File: config.mk
export PLATFORM = sky130hd
export DESIGN_NAME = pwm_backlight
export DESIGN_NICKNAME = d
export VERILOG_FILES = /design/src/rtl/pwm_pkg.sv /design/src/rtl/pwm_ctrl.sv /design/src/rtl/pwm_datapath.sv /design/src/rtl/pwm_backlight.sv
export SDC_FILE = /design/constraint.sdc
export NUM_CORES = 1
export LEC_CHECK = 0
export BUFFER_PORTS_ARGS = -buffer_cell sky130_fd_sc_hd__buf_2
export CAP_MARGIN = 0
export CORE_ASPECT_RATIO = 0.6
export CORE_MARGIN = 2
export CORE_UTILIZATION = 35
export CTS_CLUSTER_SIZE = 28
export DETAILED_ROUTE_END_ITERATION = 8
export GPL_ROUTABILITY_DRIVEN = 0
export PLACE_DENSITY = 0.49
export SYNTH_ARGS = -nofsm -noshare
export SYNTH_HDL_FRONTEND = slang
export SYNTH_SLANG_ARGS = --single-unit
File: constraint.sdc
create_clock -name clk -period 2.2 [get_ports clk]
set_input_delay 0.11 -clock clk [delete_from_list [all_inputs] [get_ports clk]]
set_output_delay 0.11 -clock clk [all_outputs]
set_load 0.005 [all_outputs]
File: src/rtl/pwm_pkg.sv
package pwm_pkg;
  localparam int CMP_LSB = 8;
  localparam int POL_BIT = 4;
  localparam int PS_LSB  = 0;

  typedef enum logic [1:0] {
    ST_IDLE  = 2'd0,
    ST_START = 2'd1,
    ST_RUN   = 2'd2,
    ST_STOP  = 2'd3
  } pwmState_t;

  typedef struct packed {
    logic run;
    logic hold;
  } pwmCtl_t;
endpackage

File: src/rtl/pwm_ctrl.sv
module pwm_ctrl
  import pwm_pkg::*;
#(
  parameter int LAT = 4
) (
  input  logic    clk,
  input  logic    rstN,
  input  logic    enStrobe,
  input  logic    disStrobe,
  output pwmCtl_t ctl,
  output logic    statusRun
);
  localparam int LW = $clog2(LAT + 1);

  pwmState_t state;
  logic [LW-1:0] latCnt;
  logic latDone;

  assign latDone = (latCnt == LW'(LAT - 1));

  always_ff @(posedge clk) begin
    if (!rstN) begin
      state  <= ST_IDLE;
      latCnt <= '0;
    end else begin
      unique case (state)
        ST_IDLE: begin
          latCnt <= '0;
          if (enStrobe && !disStrobe) state <= ST_START;
        end
        ST_START: begin
          if (disStrobe) begin
            state  <= ST_IDLE;
            latCnt <= '0;
          end else if (latDone) begin
            state  <= ST_RUN;
            latCnt <= '0;
          end else begin
            latCnt <= latCnt + 1'b1;
          end
        end
        ST_RUN: begin
          latCnt <= '0;
          if (disStrobe) state <= ST_STOP;
        end
        ST_STOP: begin
          if (latDone) begin
            state  <= ST_IDLE;
            latCnt <= '0;
          end else begin
            latCnt <= latCnt + 1'b1;
          end
        end
        default: state <= ST_IDLE;
      endcase
    end
  end

  assign ctl.run    = (state == ST_RUN);
  assign ctl.hold   = (state != ST_RUN);
  assign statusRun  = (state == ST_RUN) || (state == ST_STOP);
endmodule

File: src/rtl/pwm_datapath.sv
module pwm_datapath
  import pwm_pkg::*;
#(
  parameter int CFG_W  = 16,
  parameter int CMP_W  = 8,
  parameter int PS_W   = 3,
  parameter int PS_MAX = 6
) (
  input  logic             clk,
  input  logic             rstN,
  input  logic             cfgWr,
  input  logic [CFG_W-1:0] cfgWdata,
  input  logic             srcSys,
  input  logic             slowTick,
  input  logic             sysTick,
  input  pwmCtl_t          ctl,
  output logic             pwmOut,
  output logic             wrap,
  output logic [CMP_W-1:0] shCmp,
  output logic             shPol,
  output logic [CMP_W-1:0] periodCnt
);
  localparam logic [PS_W-1:0] PS_CLAMP = PS_W'(PS_MAX);

  logic [CFG_W-1:0] cfgUnused;
  logic [CMP_W-1:0] cfgCmp;
  logic             cfgPol;
  logic [PS_W-1:0]  cfgPs;
  logic [PS_W-1:0]  shPs;
  logic [PS_MAX-1:0] psCnt;
  logic [PS_MAX-1:0] psMask;
  logic srcTick, pTick, active;

  assign cfgUnused = cfgWdata;

  always_ff @(posedge clk) begin
    if (!rstN) begin
      cfgCmp <= '0;
      cfgPol <= 1'b1;
      cfgPs  <= '0;
    end else if (cfgWr) begin
      cfgCmp <= cfgWdata[CMP_LSB +: CMP_W];
      cfgPol <= cfgWdata[POL_BIT];
      cfgPs  <= (cfgWdata[PS_LSB +: PS_W] > PS_CLAMP) ? PS_CLAMP
                                                      : cfgWdata[PS_LSB +: PS_W];
    end
  end

  assign srcTick = srcSys ? sysTick : slowTick;
  assign psMask  = PS_MAX'((32'd1 << shPs) - 32'd1);
  assign pTick   = srcTick && ((psCnt & psMask) == psMask);
  assign wrap    = pTick && (periodCnt == '1);

  always_ff @(posedge clk) begin
    if (!rstN || ctl.hold) begin
      psCnt     <= '0;
      periodCnt <= '0;
    end else begin
      if (srcTick) psCnt <= psCnt + 1'b1;
      if (pTick)   periodCnt <= periodCnt + 1'b1;
    end
  end

  always_ff @(posedge clk) begin
    if (!rstN) begin
      shCmp <= '0;
      shPol <= 1'b1;
      shPs  <= '0;
    end else if (ctl.hold || wrap) begin
      shCmp <= cfgCmp;
      shPol <= cfgPol;
      shPs  <= cfgPs;
    end
  end

  assign active = ctl.run && (periodCnt < shCmp);
  assign pwmOut = shPol ? active : !active;
endmodule

File: src/rtl/pwm_backlight.sv
module pwm_backlight
  import pwm_pkg::*;
#(
  parameter int CFG_W  = 16,
  parameter int CMP_W  = 8,
  parameter int PS_W   = 3,
  parameter int PS_MAX = 6,
  parameter int LAT    = 4
) (
  input  logic             clk,
  input  logic             rstN,
  input  logic             cfgWr,
  input  logic [CFG_W-1:0] cfgWdata,
  input  logic             srcSys,
  input  logic             slowTick,
  input  logic             sysTick,
  input  logic             enStrobe,
  input  logic             disStrobe,
  output logic             statusRun,
  output logic             pwmOut
);
  pwmCtl_t          ctl;
  logic             wrap;
  logic             shPol;
  logic [CMP_W-1:0] shCmp;
  logic [CMP_W-1:0] periodCnt;

  pwm_ctrl #(.LAT(LAT)) u_ctrl (
    .clk(clk), .rstN(rstN),
    .enStrobe(enStrobe), .disStrobe(disStrobe),
    .ctl(ctl), .statusRun(statusRun)
  );

  pwm_datapath #(
    .CFG_W(CFG_W), .CMP_W(CMP_W), .PS_W(PS_W), .PS_MAX(PS_MAX)
  ) u_dp (
    .clk(clk), .rstN(rstN),
    .cfgWr(cfgWr), .cfgWdata(cfgWdata),
    .srcSys(srcSys), .slowTick(slowTick), .sysTick(sysTick),
    .ctl(ctl), .pwmOut(pwmOut), .wrap(wrap),
    .shCmp(shCmp), .shPol(shPol), .periodCnt(periodCnt)
  );
endmodule

* Yosys cells after proc, flatten, opt, wreduce, memory -nomap -nowiden
Index checks and enable logic that the tools add are counted.
** Word-level totals
- Bits in registers :: 43
- Input bits :: 24
- Output and inout bits :: 2
- Word-level logic and storage cells :: 54
** Cells by class
- Add/sub/neg operators :: 4
- Order comparisons :: 2
- Eq/ne operators :: 11
- Shifts and indexed selects :: 1
- Mux-type cells :: 12
- Bitwise operators :: 1
- Reductions and logical operators :: 13
** Operators by type and width (number)
- 2-to-1 mux 2 bit :: 5
- 2-to-1 mux 3 bit :: 3
- case mux 3 bit (3 select lines) :: 1
- adder 8 x 1 -> 8 bit (second input constant) :: 1
- equality test 8 bit (second input constant) :: 1
- < comparator 8 bit :: 1
- case mux 2 bit (4 select lines) :: 1
- adder 6 x 1 -> 6 bit (second input constant) :: 1
- bitwise AND 6 bit :: 1
- equality test 6 bit :: 1
- left shift 1 x 3 -> 6 bit (first input constant) :: 1
- subtractor 6 x 1 -> 6 bit (second input constant) :: 1
- equality test 2 bit (second input constant) :: 2
- logical AND 1 bit :: 4
- inequality test 2 x 1 -> 1 bit (second input constant) :: 2
- inequality test 2 bit (second input constant) :: 2
- AND reduction 4 bit :: 1
- adder 3 x 1 -> 3 bit (second input constant) :: 1
- equality test 3 x 2 -> 1 bit (second input constant) :: 1
- > comparator 3 bit (second input constant) :: 1
- logical NOT 1 bit :: 3
- logical OR 1 bit :: 3
- inequality test 3 x 2 -> 1 bit (second input constant) :: 1
- equality test 2 x 1 -> 1 bit (second input constant) :: 1
- other kinds (3) :: 4

* Longest topological paths before layout
Gate-level depths: netlist of run 1.
- Depth in word-level cells :: 7
- Gate-level depth with buffers :: 7
- Gate-level depth less buffers :: 7

* Hierarchy
From an unflattened synthesis of run 1, not the netlist that was laid out.
** Second synthesis, totals
- Cell total of the unflattened synthesis :: 222
- Area total of the unflattened synthesis :: 2057.0 um^2
** Modules (own cells, without submodules)
- pwm_datapath :: times used 1, cells an instance 200, area each 1843.0 um^2, sequential area each 760.7 um^2
- pwm_ctrl :: times used 1, cells an instance 22, area each 214.0 um^2, sequential area each 100.1 um^2

* Least setup slack after synthesis of run 1
Ideal clock, no wire load.
- Kind :: register to output
- Start point :: reg u_dp.shCmp[6]
- End point :: out pwmOut
- Arrival :: 1.514 ns
- Data required time :: 2.090 ns
- Setup slack :: 0.576 ns
- Stages on the path, launching flop included :: 7
- Path buffers :: 0
- Cells stage by stage :: dfxtp_1 > inv_1 > ha_1 > and3_1 > a2111o_1 > a31oi_1 > xnor2_1
** Between the ends
- Longest elaborated chain between the ends :: 4
** Ends and longest elaborated chain
- from (decl) :: line pwm_datapath.sv:19 : output logic [CMP_W-1:0] shCmp,
- from (signal assigned) :: line pwm_datapath.sv:70 : shCmp <= cfgCmp;
- < comparator 8 bit (*) :: line pwm_datapath.sv:76 : assign active = ctl.run && (periodCnt < shCmp);
- logical AND 1 bit (*) :: line pwm_datapath.sv:76
- logical NOT 1 bit :: line pwm_datapath.sv:77 : assign pwmOut = shPol ? active : !active;
- 2-to-1 mux 1 bit (*) :: line pwm_datapath.sv:77
- to (decl) :: line pwm_backlight.sv:20 : output logic pwmOut
Every way passes the cells marked *; elsewhere a longest branch is shown, timed or not.

* Worst setup path after layout of run 1
- Start point :: reg u_dp.shCmp[7]
- End point :: out pwmOut
The elaborated chain is that of the path after synthesis.

==> flow_summary.yaml, run 1 <==
layout:
  post-route-util_pct: 41.52
  fillers: 595
  drive_gt1_share_pct: 17.28
  multi_input_area_um2: 1097
  ff_latch_area_um2: 862.1
  diodes: 0
  syn2layout_area_growth_pct: 14.28
  layout.nets: 277
clocking:
  cts-root-buf: "clkbuf_8"
  htreeDepth: 2
  cts_resized: 0
  post-cts-setup-buffers: 0
  cts.sinks: 43
  cts_buffers: 5
  clkLatencyLatePin_ns: 0.29
  cts_tree: "done"
  clk_pin_slew_ns: 0.08
  clock_path_buffers: 2
  holdBufCountCts: 0
yosys:
  synth-seq-cells: 43
  synth_top_area_cell: "dfxtp_1"
  syn-num-nets: 258
  synthArstFlopShare_pct: 0
  synth_top_flop_cell: "dfxtp_1"
  synth_most_common_cell: "dfxtp_1"
  synth_edf_count: 0
  synth.area.top_cells: "dfxtp_1 42%, mux2i_1 13%, ha_1 6.2%"
  yosys.area.top_type_share_pct: 42.34
  syn-cell-area_um2: 2033
  yosys_warnings: 0
  netlist_top_cells_count: "43 x dfxtp_1, 32 x nand2_1, 26 x mux2i_1, 26 x nor2_1, 12 x inv_1"
  synth_cells: 224
  synth.yosys.seq_area_share_pct: 42.34
  ys_types: 37
  postSynthAreaPerCell_um2: 9.077
global_routing:
  grt_max_degree: 26
  grt_pass1_vias: 1393
  antenna_found_initial: 0
  grt_usage_pct: 12.71
  overflow: 0
  grt_pass1_wl_um: 6396
setup_path:
  worst_ep_required_time_ns: 2.09
  arrival_ns: 2.00
  worstPathCellList: "inv_1 -> ha_1 -> and3_4 -> a2111o_1 -> a31oi_2 -> xnor2_1 -> buf_2"
  worst_setup_path_end_kind: "output pin"
  worst_path_max_delay_cell: "a2111o_1"
  crit_buf_inv: 2
  path_class: "reg2out"
  max_stage_delay_ns: 0.41
  critPathLaunchType: "flip-flop"
  crit_family: "compound AO/OA/AOI/OAI gates"
  cp_max_fo: 2
floorplan:
  dieArea_um2: 6455
  initial_core_util_pct: 36.33
  core_um2: 5597
  fp-row-count: 21
  pin_count: 26
  fp.dieH_um: 63.04
  die_x_um: 102.4
route:
  wirelength_um: 3639
  drc: 0
  via_per_inst: 4.613
  drtPass1Iterations: 4
  avgRoutedWirePerCell_um: 11.27
  drt-initial-drc-count: 48
  postRouteAntennaNets: 0
  routed-via-count: 1490
sta:
  setup_violations: 0
  setup_slack_ns: 0.09449
  maxSlewViolCount: 0
  fin_crit_ns: 2.106
  fin_crit_sh_pct: 95.71
  max_freq_mhz: 474.9
  clock_skew_ns: 0.006239
  tightest_slew_ns: 0.3275
  slew_headroom_pct: 77.54
  finalHoldViolations: 0
worst_hold_path:
  hp-class: "in2reg"
run_status:
  outcome: "finished clean"
power:
  vdd_ir_drop_max_mv: 0.3082
  power.density_nw_per_um2: 668.0
  p_leak_nw: 0.8817
run:
  max_cap_violations: 0
placement:
  dp_slack_ns: 0.3679
  hpwlAfterDp_um: 2706
  io_buffers: 21
-- power by group --
group | total, mW | switching [mW] | internal [mW]
registers | 0.822 | 0.0180 | 0.804
logic | 0.138 | 0.0728 | 0.0653
clock network | 0.591 | 0.258 | 0.333
-- cell usage in the layout, fill, tap and decap left out, types with 4 or more instances in the layout --
master	Yosys	routed
dfxtp_1	43	42
nand2_1	32	32
mux2i_1	26	26
nor2_1	26	26
buf_2	0	21
inv_1	12	12
a21oi_1	11	10
ha_1	10	9
o21ai_0	6	6
nand3_1	5	5
or3_1	5	5
clkbuf_8	0	5
xnor2_1	4	4
nand4_1	4	4
-- final timing paths --
check	from	to	slack (ns)	cells past startpoint
hold / removal	cfgWdata[4]	u_dp.cfgPol$_SDFFE_PN1P_	0.03	3
hold reg to reg	u_ctrl.latCnt[0]$_SDFF_PN0_	u_ctrl.latCnt[0]$_SDFF_PN0_	0.43	1
setup reg to reg	u_dp.psCnt[2]$_SDFFE_PP0P_	u_dp.periodCnt[5]$_SDFFE_PP0P_	0.45	5
setup / recovery	u_dp.shCmp[7]$_SDFFE_PN0P_	pwmOut	0.09	7
-- through the flow --
stage	area, um2	std cells	TNS, ns	total power, mW	hold WS [ns]
5_1_grt	2323	323	-0.01738	1.638	0.05913
4_1_cts	2295	323	0	1.578	0.02589
3_3_place_gp	2192	316	0	0.9759	0.3318
2_1_floorplan	2033	224	0	0.9401	0.2385
6_report	2323	323	0	1.552	0.03432
3_5_place_dp	2192	316	0	0.9765	0.3337
-- tightest hold or removal path: cells and delay by family --
kind / cells / cell delay [ns]
buf+inv: 1 / 0.07
mux: 1 / 0.05
simple gates: 1 / 0.06
-- flip-flops by register name, summed over array words and instances, names as in the netlist, 3 cells and up, named ones only --
name / count
u_ctrl.latCnt: 3
u_dp.cfgCmp: 8
u_dp.cfgPs: 3
u_dp.periodCnt: 8
u_dp.psCnt: 6
u_dp.shCmp: 8
u_dp.shPs: 3
-- kinds of logic (layout without fill, tap and decap cells) --
kind of cell	Yosys count	in the layout	synth area share, %
flops	43	43	42.34
compound gates	26	26	9.601
simple gates	88	88	20.49
buf+inv	23	42	5.046
mux	27	27	13.35
xor+xnor	7	7	3.015
fa+ha+maj	10	10	6.154
-- area by class of cell --
cell class / count / area share (%)
inverter: 13 / 2.100
sequential: 43 / 37.10
timing repair buffer: 22 / 4.847
clock buffer: 6 / 3.123
multi-input combinational: 158 / 47.23
clock inverter: 1 / 1.292
tap: 80 / 4.308
-- per-layer routing --
metal	vias up	GRT usage (%)	wire length, um
met5	-	0	0
met4	0	4.500	38
met3	4	4.027	146
met2	20	17.19	1417
met1	674	18.69	2036
li1	792	-	-
(Power assumes the default switching activity.)
==> run 2, diff against run 1 <==
- ABC_AREA: unset -> 1
==> run 2 against run 1 <==
Net effect:
- die area up 4.6%
- combinational power increased by 80%
- via count grew 21%
- register-to-register slack better by 0.08 ns
- cell count grew 21%
==> flow_summary.yaml, run 2 <==
layout:
  layout.nets: 345
  reg_top3: "u_dp.cfgCmp x8, u_dp.periodCnt x8, u_dp.shCmp x8"
  diodes: 0
  final_common_cell: "nand2_1"
  syn2layout_area_growth_pct: 13.20
  post-route-util_pct: 42.14
  drive_gt1_share_pct: 16.99
  final_cell_mix: "68 x nand2_1, 43 x dfxtp_1, 39 x nor2_1"
sta:
  fin_crit_sh_pct: 79.99
  rsz0062_at_grt: "false"
  clock_skew_ns: 0.008831
  max_freq_mhz: 568.2
  setup_violations: 0
  setup_slack_ns: 0.4401
  fin_tns_setup_ns: 0
  finalHoldViolations: 0
  tightest_slew_ns: 0.4884
  fin_crit_ns: 1.760
  hold-worst-slack_ns: 0.03184
  maxSlewViolCount: 0
  slew_headroom_pct: 67.10
clocking:
  clock_path_buffers: 2
  htreeDepth: 2
  clkLatencyLatePin_ns: 0.29
  cts_buffers: 5
  cts.sinks: 43
  cts_resized: 0
  cts-root-buf: "clkbuf_8"
  holdBufCountCts: 0
  clk_pin_slew_ns: 0.08
  post-cts-setup-buffers: 0
  cts_tree: "done"
power:
  power.density_nw_per_um2: 718.8
  p_leak_nw: 1.020
  finalPower_mw: 1.735
  vdd_ir_drop_max_mv: 0.2623
yosys:
  yosys_warnings: 0
  synth_top_flop_cell: "dfxtp_1"
  netlist_top_cells_count: "68 x nand2_1, 43 x dfxtp_1, 39 x nor2_1"
  synth.yosys.seq_area_share_pct: 40.38
  postSynthAreaPerCell_um2: 7.352
  syn-num-nets: 324
  synth_top_area_cell: "dfxtp_1"
  synth_cells: 290
  syn-cell-area_um2: 2132
  synth_edf_count: 0
  ys_types: 30
  synth.area.top_cells: "dfxtp_1 40%, nand2_1 12%, a21oi_1 7.3%"
  synthArstFlopShare_pct: 0
  synth-seq-cells: 43
  yosys.area.top_type_share_pct: 40.38
  synth_most_common_cell: "nand2_1"
placement:
  hpwlAfterDp_um: 3120
  dp_slack_ns: 0.5460
  io_buffers: 21
setup_path:
  crit_top_cell: "nand2_1"
  worst_ep_required_time_ns: 2.09
  rr_endpoint: "u_dp.shCmp[3]$_SDFFE_PN0P_"
  ff2ff_setup_slack_ns: 0.53
  reg2reg_depth: 6
  crit_start: "u_dp.shCmp[6]$_SDFFE_PN0P_"
  crit_path_end: "pwmOut"
  max_stage_delay_ns: 0.33
  crit-reg2reg-launch: "u_dp.periodCnt[1]$_SDFFE_PP0P_"
  path_class: "reg2out"
  arrival_ns: 1.65
  worst_setup_path_end_kind: "output pin"
  critPathLaunchType: "flip-flop"
  cp_max_fo: 3
  worst_path_max_delay_cell: "ha_1"
  worstPathCellList: "inv_1 -> ha_1 -> a21o_1 -> a21oi_1 -> nand2_1 -> nand2_1 -> nand2_1 -> buf_2"
route:
  routed-via-count: 1808
  drc: 0
  wirelength_um: 4287
  postRouteAntennaNets: 0
  via_per_inst: 4.612
  drt-initial-drc-count: 60
  drtPass1Iterations: 6
  avgRoutedWirePerCell_um: 10.94
run_status:
  outcome: "finished clean"
floorplan:
  core_um2: 5728
  initial_core_util_pct: 37.22
  fp-row-count: 21
  dieArea_um2: 6752
  fp.dieH_um: 64.46
  pin_count: 26
  die_x_um: 104.8
global_routing:
  antenna_found_initial: 0
  grt_pass1_vias: 1714
  use_met2_pct: 20.54
  grt_usage_pct: 14.24
  grt_pass1_wl_um: 7790
  grt_max_degree: 25
  overflow: 0
  grt_busiest_layer: "met1"
  grt_use_met3_pct: 4.125
  grt_util_met1_pct: 20.54
worst_hold_path:
  hp-class: "in2reg"
  holdPathStages: 3
run:
  max_cap_violations: 0
run 2: cell types whose count changed after synthesis, moves of 4 or more:
cell	previous run	this run
o21ai_0	6	14
mux2i_1	26	0
clkbuf_1	8	4
a21oi_1	11	31
inv_1	12	24
nand3_2	0	8
or3_1	5	0
nand2_1	32	68
nor2_1	26	39
nand3_1	5	15
run 2: final cells by class:
type                            instances  area, um2
Clock buffer                            6      82.58
Fill cell                             610       3314
Tap cell                               80      100.1
Multi-Input combinational cell        210       1110
Clock inverter                          2      35.03
Timing Repair Buffer                   23      120.1
Inverter                               28      105.1
Sequential cell                        43      860.8
run 2: per-layer routing:
metal,wire length (um),share of wire (%),vias up
li1,-,-,982
met1,2475,58,813
met2,1652,39,11
met3,132,3.1,2
met4,27,0.63,0
met5,0,0,-
run 2: logic make-up after synthesis:
kind of cell	count (synthesis)	synth area share [%]
and+or+nand+nor	145	31.69
AOI/OAI and AO/OA	49	12.03
DFF	43	40.38
buffers and inverters	37	7.570
adders and majority gates	10	5.869
xor gates and xnor gates	6	2.465
run 2: worst max-delay path: cells and delay by family (launching register included):
kind	cells	cell delay, ns
buf+inv	2	0.18
simple gates	3	0.17
fa+ha+maj	1	0.33
compound gates	2	0.38
flops	1	0.32
run 2: stage by stage:
stage          std cells  instance area [um2]
2_1_floorplan        290                 2132
3_3_place_gp         384                 2296
3_5_place_dp         384                 2296
4_1_cts              392                 2414
5_1_grt              392                 2414
6_report             392                 2414
run 2: worst min-delay path by stage:
stage                       startpoint                           to  slack [ns]
after floorplan            cfgWdata[4]     u_dp.cfgPol$_SDFFE_PN1P_        0.24
after global placement     cfgWdata[4]     u_dp.cfgPol$_SDFFE_PN1P_        0.33
after detailed placement   cfgWdata[4]     u_dp.cfgPol$_SDFFE_PN1P_        0.33
after CTS                  cfgWdata[4]     u_dp.cfgPol$_SDFFE_PN1P_        0.03
after global routing      cfgWdata[11]  u_dp.cfgCmp[3]$_SDFFE_PN0P_        0.04
final                      cfgWdata[4]     u_dp.cfgPol$_SDFFE_PN1P_        0.03
run 2: power by group:
group          total (mW)  switching (mW)  leakage [nW]  internal [mW]
clock network       0.642           0.275        0.0612          0.368
logic               0.249           0.153         0.607         0.0960
registers           0.844          0.0237         0.352          0.820
total                1.73           0.451          1.02           1.28
